File: src/rtl/solo_scan_pkg.sv
// Shared sizing helpers for the single-active scan wrapper.
// Assumes at least one cell per chain: NUM_FF > (NUM_CHAINS-1)*ceil(NUM_FF/NUM_CHAINS).
package solo_scan_pkg;

    // Nominal cells per chain: ceiling of flops over chains.
    function automatic int seg_cells(input int nff, input int nch);
        return (nff + nch - 1) / nch;
    endfunction

    // Actual length of chain k; the final chain takes the remainder.
    function automatic int seg_len(input int nff, input int nch, input int k);
        int l;
        int rem;
        l   = seg_cells(nff, nch);
        rem = nff - k * l;
        return (rem < l) ? rem : l;
    endfunction

    // Width of the chain select code.
    function automatic int sel_bits(input int nch);
        return (nch > 1) ? $clog2(nch) : 1;
    endfunction

endpackage

File: src/rtl/chain_enable_dec.sv
// Decodes the chain select code into one update enable per chain.
// In test mode at most one enable is high, and none for an out-of-range code.
// In normal mode all enables are high.
module chain_enable_dec #(
    parameter int NUM_CHAINS = 3,
    parameter int SEL_W      = 2
) (
    input  logic                  test_mode,
    input  logic [SEL_W-1:0]      chain_sel,
    output logic [NUM_CHAINS-1:0] chain_en
);

    // One comparator per chain, overridden when not in test mode.
    always_comb begin
        for (int k = 0; k < NUM_CHAINS; k++) begin
            chain_en[k] = !test_mode || (int'(chain_sel) == k);
        end
    end

endmodule

File: src/rtl/scan_segment.sv
// One scan chain of LEN cells. When enabled it either shifts (seg_sin enters
// bit 0, data moves toward bit LEN-1) or loads parallel data. When disabled
// it holds. Assumes LEN >= 1.
module scan_segment #(
    parameter int LEN = 4
) (
    input  logic           clk,
    input  logic           rst_n,
    input  logic           seg_en,
    input  logic           seg_shift,
    input  logic           seg_sin,
    input  logic [LEN-1:0] seg_d,
    output logic [LEN-1:0] seg_q
);

    logic [LEN-1:0] shifted;

    // Serial-shift view of the chain, valid for any LEN including 1.
    always_comb begin
        shifted    = seg_q << 1;
        shifted[0] = seg_sin;
    end

    // Chain register: reset, then hold, shift or parallel load.
    always_ff @(posedge clk) begin
        if (!rst_n) begin
            seg_q <= '0;
        end else if (seg_en) begin
            seg_q <= seg_shift ? shifted : seg_d;
        end
    end

endmodule

File: src/rtl/scanout_select.sv
// Steers the tail bit of the addressed chain onto the serial output.
// A code that names no chain yields 0.
module scanout_select #(
    parameter int NUM_CHAINS = 3,
    parameter int SEL_W      = 2
) (
    input  logic [NUM_CHAINS-1:0] chain_tail,
    input  logic [SEL_W-1:0]      chain_sel,
    output logic                  scan_out
);

    // Compare-and-select multiplexer with a zero default.
    always_comb begin
        scan_out = 1'b0;
        for (int k = 0; k < NUM_CHAINS; k++) begin
            if (int'(chain_sel) == k) begin
                scan_out = chain_tail[k];
            end
        end
    end

endmodule

File: src/rtl/core_next.sv
// Functional core. Next state of cell i is func_in[i] XOR the cell below it
// (cyclically). Output i is the XOR of cell i and the cell above it.
// Assumes NUM_FF >= 1.
module core_next #(
    parameter int NUM_FF = 10
) (
    input  logic [NUM_FF-1:0] cells,
    input  logic [NUM_FF-1:0] func_in,
    output logic [NUM_FF-1:0] nxt,
    output logic [NUM_FF-1:0] func_out
);

    // Next-state and primary-output logic, one bit per cell.
    always_comb begin
        for (int i = 0; i < NUM_FF; i++) begin
            nxt[i]      = func_in[i] ^ cells[(i + NUM_FF - 1) % NUM_FF];
            func_out[i] = cells[i] ^ cells[(i + 1) % NUM_FF];
        end
    end

endmodule

File: src/rtl/solo_chain_scan.sv
// Scan wrapper in which only one chain updates per test cycle. Cells are
// grouped in index order into NUM_CHAINS chains of ceil(NUM_FF/NUM_CHAINS).
// Clock gating is modelled as a synchronous enable on one clock.
// Assumes every chain gets at least one cell.
module solo_chain_scan #(
    parameter int NUM_FF     = 10,
    parameter int NUM_CHAINS = 3,
    parameter int SEL_W      = solo_scan_pkg::sel_bits(NUM_CHAINS)
) (
    input  logic              clk,
    input  logic              rst_n,
    input  logic              test_mode,
    input  logic              scan_en,
    input  logic [SEL_W-1:0]  chain_sel,
    input  logic              scan_in,
    input  logic [NUM_FF-1:0] func_in,
    output logic              scan_out,
    output logic [NUM_FF-1:0] func_out
);

    localparam int CELLS = solo_scan_pkg::seg_cells(NUM_FF, NUM_CHAINS);

    logic [NUM_FF-1:0]     cells;
    logic [NUM_FF-1:0]     nxt;
    logic [NUM_CHAINS-1:0] chain_en;
    logic [NUM_CHAINS-1:0] chain_tail;
    logic                  do_shift;

    // Shift only applies in test mode; normal mode always loads next state.
    assign do_shift = test_mode && scan_en;

    chain_enable_dec #(
        .NUM_CHAINS (NUM_CHAINS),
        .SEL_W      (SEL_W)
    ) u_dec (
        .test_mode  (test_mode),
        .chain_sel  (chain_sel),
        .chain_en   (chain_en)
    );

    core_next #(
        .NUM_FF     (NUM_FF)
    ) u_core (
        .cells      (cells),
        .func_in    (func_in),
        .nxt        (nxt),
        .func_out   (func_out)
    );

    // One segment per chain over its slice of the cell vector.
    for (genvar k = 0; k < NUM_CHAINS; k++) begin : g_chain
        localparam int LO  = k * CELLS;
        localparam int LEN = solo_scan_pkg::seg_len(NUM_FF, NUM_CHAINS, k);

        scan_segment #(
            .LEN        (LEN)
        ) u_seg (
            .clk        (clk),
            .rst_n      (rst_n),
            .seg_en     (chain_en[k]),
            .seg_shift  (do_shift),
            .seg_sin    (scan_in),
            .seg_d      (nxt[LO +: LEN]),
            .seg_q      (cells[LO +: LEN])
        );

        assign chain_tail[k] = cells[LO + LEN - 1];
    end

    scanout_select #(
        .NUM_CHAINS (NUM_CHAINS),
        .SEL_W      (SEL_W)
    ) u_sout (
        .chain_tail (chain_tail),
        .chain_sel  (chain_sel),
        .scan_out   (scan_out)
    );

endmodule

File: config.mk
export PLATFORM = sky130hd
export DESIGN_NAME = solo_chain_scan
export DESIGN_NICKNAME = d
export VERILOG_FILES = /design/src/rtl/solo_scan_pkg.sv /design/src/rtl/chain_enable_dec.sv /design/src/rtl/scan_segment.sv /design/src/rtl/scanout_select.sv /design/src/rtl/core_next.sv /design/src/rtl/solo_chain_scan.sv
export SDC_FILE = /design/constraint.sdc
export NUM_CORES = 1
export LEC_CHECK = 0
export ABC_CLOCK_PERIOD_IN_PS = 1000
export BUFFER_PORTS_ARGS = -buffer_cell sky130_fd_sc_hd__buf_4
export CORE_MARGIN = 1.5
export CORE_UTILIZATION = 41
export DETAILED_ROUTE_END_ITERATION = 12
export GPL_TIMING_DRIVEN = 1
export MAX_ROUTING_LAYER = met4
export PLACE_DENSITY = 0.73
export SLEW_MARGIN = 20
export SYNTH_ARGS = -nofsm -noshare
export SYNTH_HDL_FRONTEND = slang
export SYNTH_SLANG_ARGS = --single-unit
File: constraint.sdc
create_clock -name clk -period 1 [get_ports clk]
set_input_delay 0.15 -clock clk [delete_from_list [all_inputs] [get_ports clk]]
set_output_delay 0.15 -clock clk [all_outputs]
set_load 0.05 [all_outputs]
# After elaboration in Yosys (flattened, before gate mapping)
# Index checks and enable logic that the tools add are counted.
# Widths: inputs -> output; s select.
# word_totals
register_bits	10
wordCells	37
out_inout_bits	11
# op_classes
reduce_logical	6
bitwise	20
n_eq_ne	2
mux	6
# op_table
cell	count
$xor 1x1->1	20
$mux 4	2
$eq 2x2->1 const B	2
$logic_or 1x1->1	3
$mux 1	3
$logic_not 2->1	1
$mux 2	1
$logic_and 1x1->1	1
$logic_not 1->1	1

# Logic depth before layout (Yosys ltp)
# logic_depth
word_depth	4
mapped_depth	4

# Hierarchy
# From an unflattened synthesis, not the netlist that was laid out.
# unflattened
cells_unflattened	71
area_unflattened_um2	644.4
# modules_own_cells
module	cells_each	n_inst	area_per_inst_um2
scan_segment (g_chain[0].u_seg ...)	17	2	165.2
core_next	20	1	175.2
scan_segment (g_chain[2].u_seg)	8	1	80.1
chain_enable_dec	5	1	30.0
scanout_select	3	1	22.5
solo_chain_scan	1	1	6.3

# Least setup slack after synthesis
# No wires, ideal clock.
# synth_path
kind	register to output
start	reg g_chain[2].u_seg.seg_q[1]
end	out scan_out
setup_slack_ns	-0.732
n_path_buf	0
arrival_time_ns	1.582
stages_incl_launch_ff	3
cell_sequence	dfxtp_1 > mux2i_1 > o21ai_0
# synth_between
elab_chain_cells	1
# synth_lines
element	line	rtl
start: declaration	scan_segment.sv:13	output logic [LEN-1:0] seg_q
start signal: assignment	scan_segment.sv:29	seg_q <= seg_shift ? shifted : seg_d;
$mux 1	scanout_select.sv:16	if (int'(chain_sel) == k) begin
end: declaration	solo_chain_scan.sv:17	output logic scan_out,
# Every way passes these cells.

# Worst setup path in the final report
# Ends and elaborated chain as after synthesis.

==> results.ini <==
[outcome]
status = finished, violations left
violations = setup timing

[die]
die_height_um = 43.7
rows = 14
dieArea_sq_um = 1910
start_util_pct = 44.6
num_io_pins = 28
die_x_um = 43.7
coreArea_sq_um = 1520

[sta]
hold_viol_final = 0
relSlewSlack_pct = 82.0
fmax_mhz = 781
finalCritPeriodShare_pct = 128
worst_slack_ns = -0.281
min_period_ns = 1.28
rsz0062_at_grt = true
whs_ns = 0.162
worstMarginPinSlew_ns = 0.269
drv_slew = 0
clock_skew_ns = 0.000566
setup-violations-final = 14

[worst_setup_path]
ff2ff_path_depth = 4
crit_required_ns = 0.85
worstPathArrival_ns = 1.13
critPathLaunchType = flop
cp-end-kind = output pin
path_class = reg -> out
cp_max_fo = 5

[layout]
nets = 138
final_area_sq_um = 1400
regMostFlops = g_chain.u_seg.seg_q
drive_gt1_share_pct = 66.7
final_cells = 136
largestRegisters = g_chain.u_seg.seg_q: 10 flops
fill_cells = 54
syn2layout_area_growth_pct = 105
largest_reg_flops = 10
num_antenna_cells = 0

[clock_tree]
numCtsBuffers = 3
insertion_delay_ns = 0.28
cts.reportedPaths.clkPinSlew_ns = 0.07
cts-root-buf = clkbuf_4
ctsHtreeMaxLevel = 1
cts.sinks = 10
holdBufCountCts = 0
clockBufferDepth = 2
cts_tree = yes

[synth]
syn_avg_cell_area_sq_um = 9.06
seq_area_frac_synth_pct = 29.5
ys_top_cells_by_area = dfxtp_1, xor2_1, xnor2_1
synth_top_family_by_area = compound AO/OA/AOI/OAI gates
synth_xor_area_share_pct = 25.8
synth-simple-area-share_pct = 9.21
yosys.cell_types.count = 25
syn-num-nets = 92
ys_ff_latch = 10
yosys.area.top_type_share_pct = 29.5
synth_mux_area_share_pct = 1.47
yosys_warnings = 0
synthesis.area_sq_um = 679
yosysTopAreaCell = dfxtp_1
synthAdderAreaFrac_pct = 0
synth_cells = 75
synth_compound_area_share_pct = 30.6

[pwr]
pwr-share-seq_pct = 28.2
p_comb_share_pct = 53.0
p_leak_uw = 0.000565
p_int_uw = 1170
peakVddDrop_v = 0.00145
switching_share_pct = 42.8
power_density_nw_per_um2 = 1460
power_switching_uw = 874
p_clk_share_pct = 18.8

[placement]
io_buffers = 27
dp_hpwl_um = 1380
dpl_cell_area_sq_um = 1180
gp_congestion = 0.794
dp.cells = 124
pre_cts_slack_ns = -0.0262

[detailed_routing]
postRouteWirelength_um = 2730
avgViaCountPerCell = 5.76
drc = 0
ant_nets = 0
drt_iter0_markers = 17
post_drt_wl_per_cell_um = 20.1
route.vias.total = 784
dr.pass1.iters = 4

[global_routing]
grt_pass1_wl_um = 3720
gr-usage-all-layers_pct = 27.3
grt_max_degree = 17
antenna_found_initial = 0
grt_overflow_total = 0
grt_pass1_vias = 833

[hold_path]
min_path_type = in -> reg
min_delay_path_depth = 3

[run]
cap_violations = 0

==> per-layer routing <==
layer  GRT usage [%]  wire length (um)  vias up
li1                -                 -      351
met1            30.0              1040      387
met2            46.5              1480       35
met3            8.33               128       11
met4            9.09                76        0
met5               -                 0        -
==> cells in the mapped netlist <==
| cell type | count |
|---|---|
| nor2b_1 | 1 |
| xor2_1 | 13 |
| inv_2 | 1 |
| o21ai_2 | 1 |
| dfxtp_1 | 10 |
| o21ai_1 | 3 |
| buf_6 | 1 |
| o221ai_2 | 1 |
| xnor2_1 | 7 |
| o211ai_1 | 2 |
| o221ai_1 | 1 |
| o21ai_0 | 1 |
| a21boi_2 | 2 |
| buf_2 | 1 |
| inv_1 | 1 |
| nand2b_1 | 2 |
| and2b_1 | 1 |
| o31ai_1 | 4 |
| nand3_1 | 1 |
| mux2i_1 | 1 |
| and2_4 | 1 |
| nand3b_1 | 2 |
| a21boi_1 | 5 |
| a21oi_1 | 10 |
| nand2_1 | 2 |
==> final timing paths <==
path                                                start  slack (ns)                        end
worst min register to register  g_chain[0].u_seg.seg_q[0]        0.60  g_chain[0].u_seg.seg_q[0]
worst min-delay path                                rst_n        0.16  g_chain[1].u_seg.seg_q[1]
worst max-delay path            g_chain[2].u_seg.seg_q[1]       -0.28                   scan_out
worst max register to register  g_chain[2].u_seg.seg_q[1]       -0.18  g_chain[0].u_seg.seg_q[0]
==> cells in the final DEF, fill, tap and decap left out, types with 2 or more instances in the layout <==
cell type and n:
xor2_2 3, a21oi_1 9, xnor2_1 7, a21boi_1 5, buf_6 16, o211ai_1 2
nand3b_1 2, xor2_4 10, buf_4 26, clkbuf_4 3, a21boi_2 2, nand2_1 2
nand2b_1 2, o21ai_1 3, o31ai_1 3, dfxtp_4 10
==> critical path, stage by stage, from the launching register on <==
cell and delay, ns:
dfxtp_4 0.44, mux2i_4 0.11, o21ai_4 0.14, buf_6 0.17
==> power by group through the flow <==
stage / logic, uW / registers [uW] / clock network [uW]
detailed placement: 886 / 583 / 0
finish: 1080 / 575 / 384
global placement: 869 / 580 / 0
floorplan: 608 / 573 / 0
global route: 1120 / 585 / 407
CTS: 1010 / 570 / 387
==> cells by family after synthesis <==
| family | count (synthesis) |
|---|---|
| flip-flops | 10 |
| XOR/XNOR | 20 |
| multiplexers | 1 |
| buffers and inverters | 4 |
| AND/OR/NAND/NOR | 10 |
| AO/OA/AOI/OAI | 30 |
==> cell type report <==
cell class / count / area (sq um) / share of cell area, %
multi-input cells: 61 / 698 / 50.0
clock buffers: 4 / 36.3 / 2.60
flip-flops and latches: 10 / 238 / 17.0
repair buffers: 43 / 395 / 28.3
well taps: 16 / 20.0 / 1.43
inverters: 2 / 7.51 / 0.538
==> through the flow <==
step	setup TNS [ns]	util (%)	power, uW
2_1_floorplan	-0.0130	-	1180
6_report	-2.76	91.5	2040
5_1_grt	-3.14	91.5	2110
3_5_place_dp	-0.0663	77.3	1470
3_3_place_gp	-0.0366	77.3	1450
4_1_cts	-2.39	88.1	1970
==> what timing repair did <==
item	in CTS	in global routing
pin swaps	11	7
cloned	0	0
endpoints found under the hold margin	0	0
buffers inserted	6	3
setup endpoints to repair	12	15
resized for setup	24	8
(Power assumes the default switching activity.)
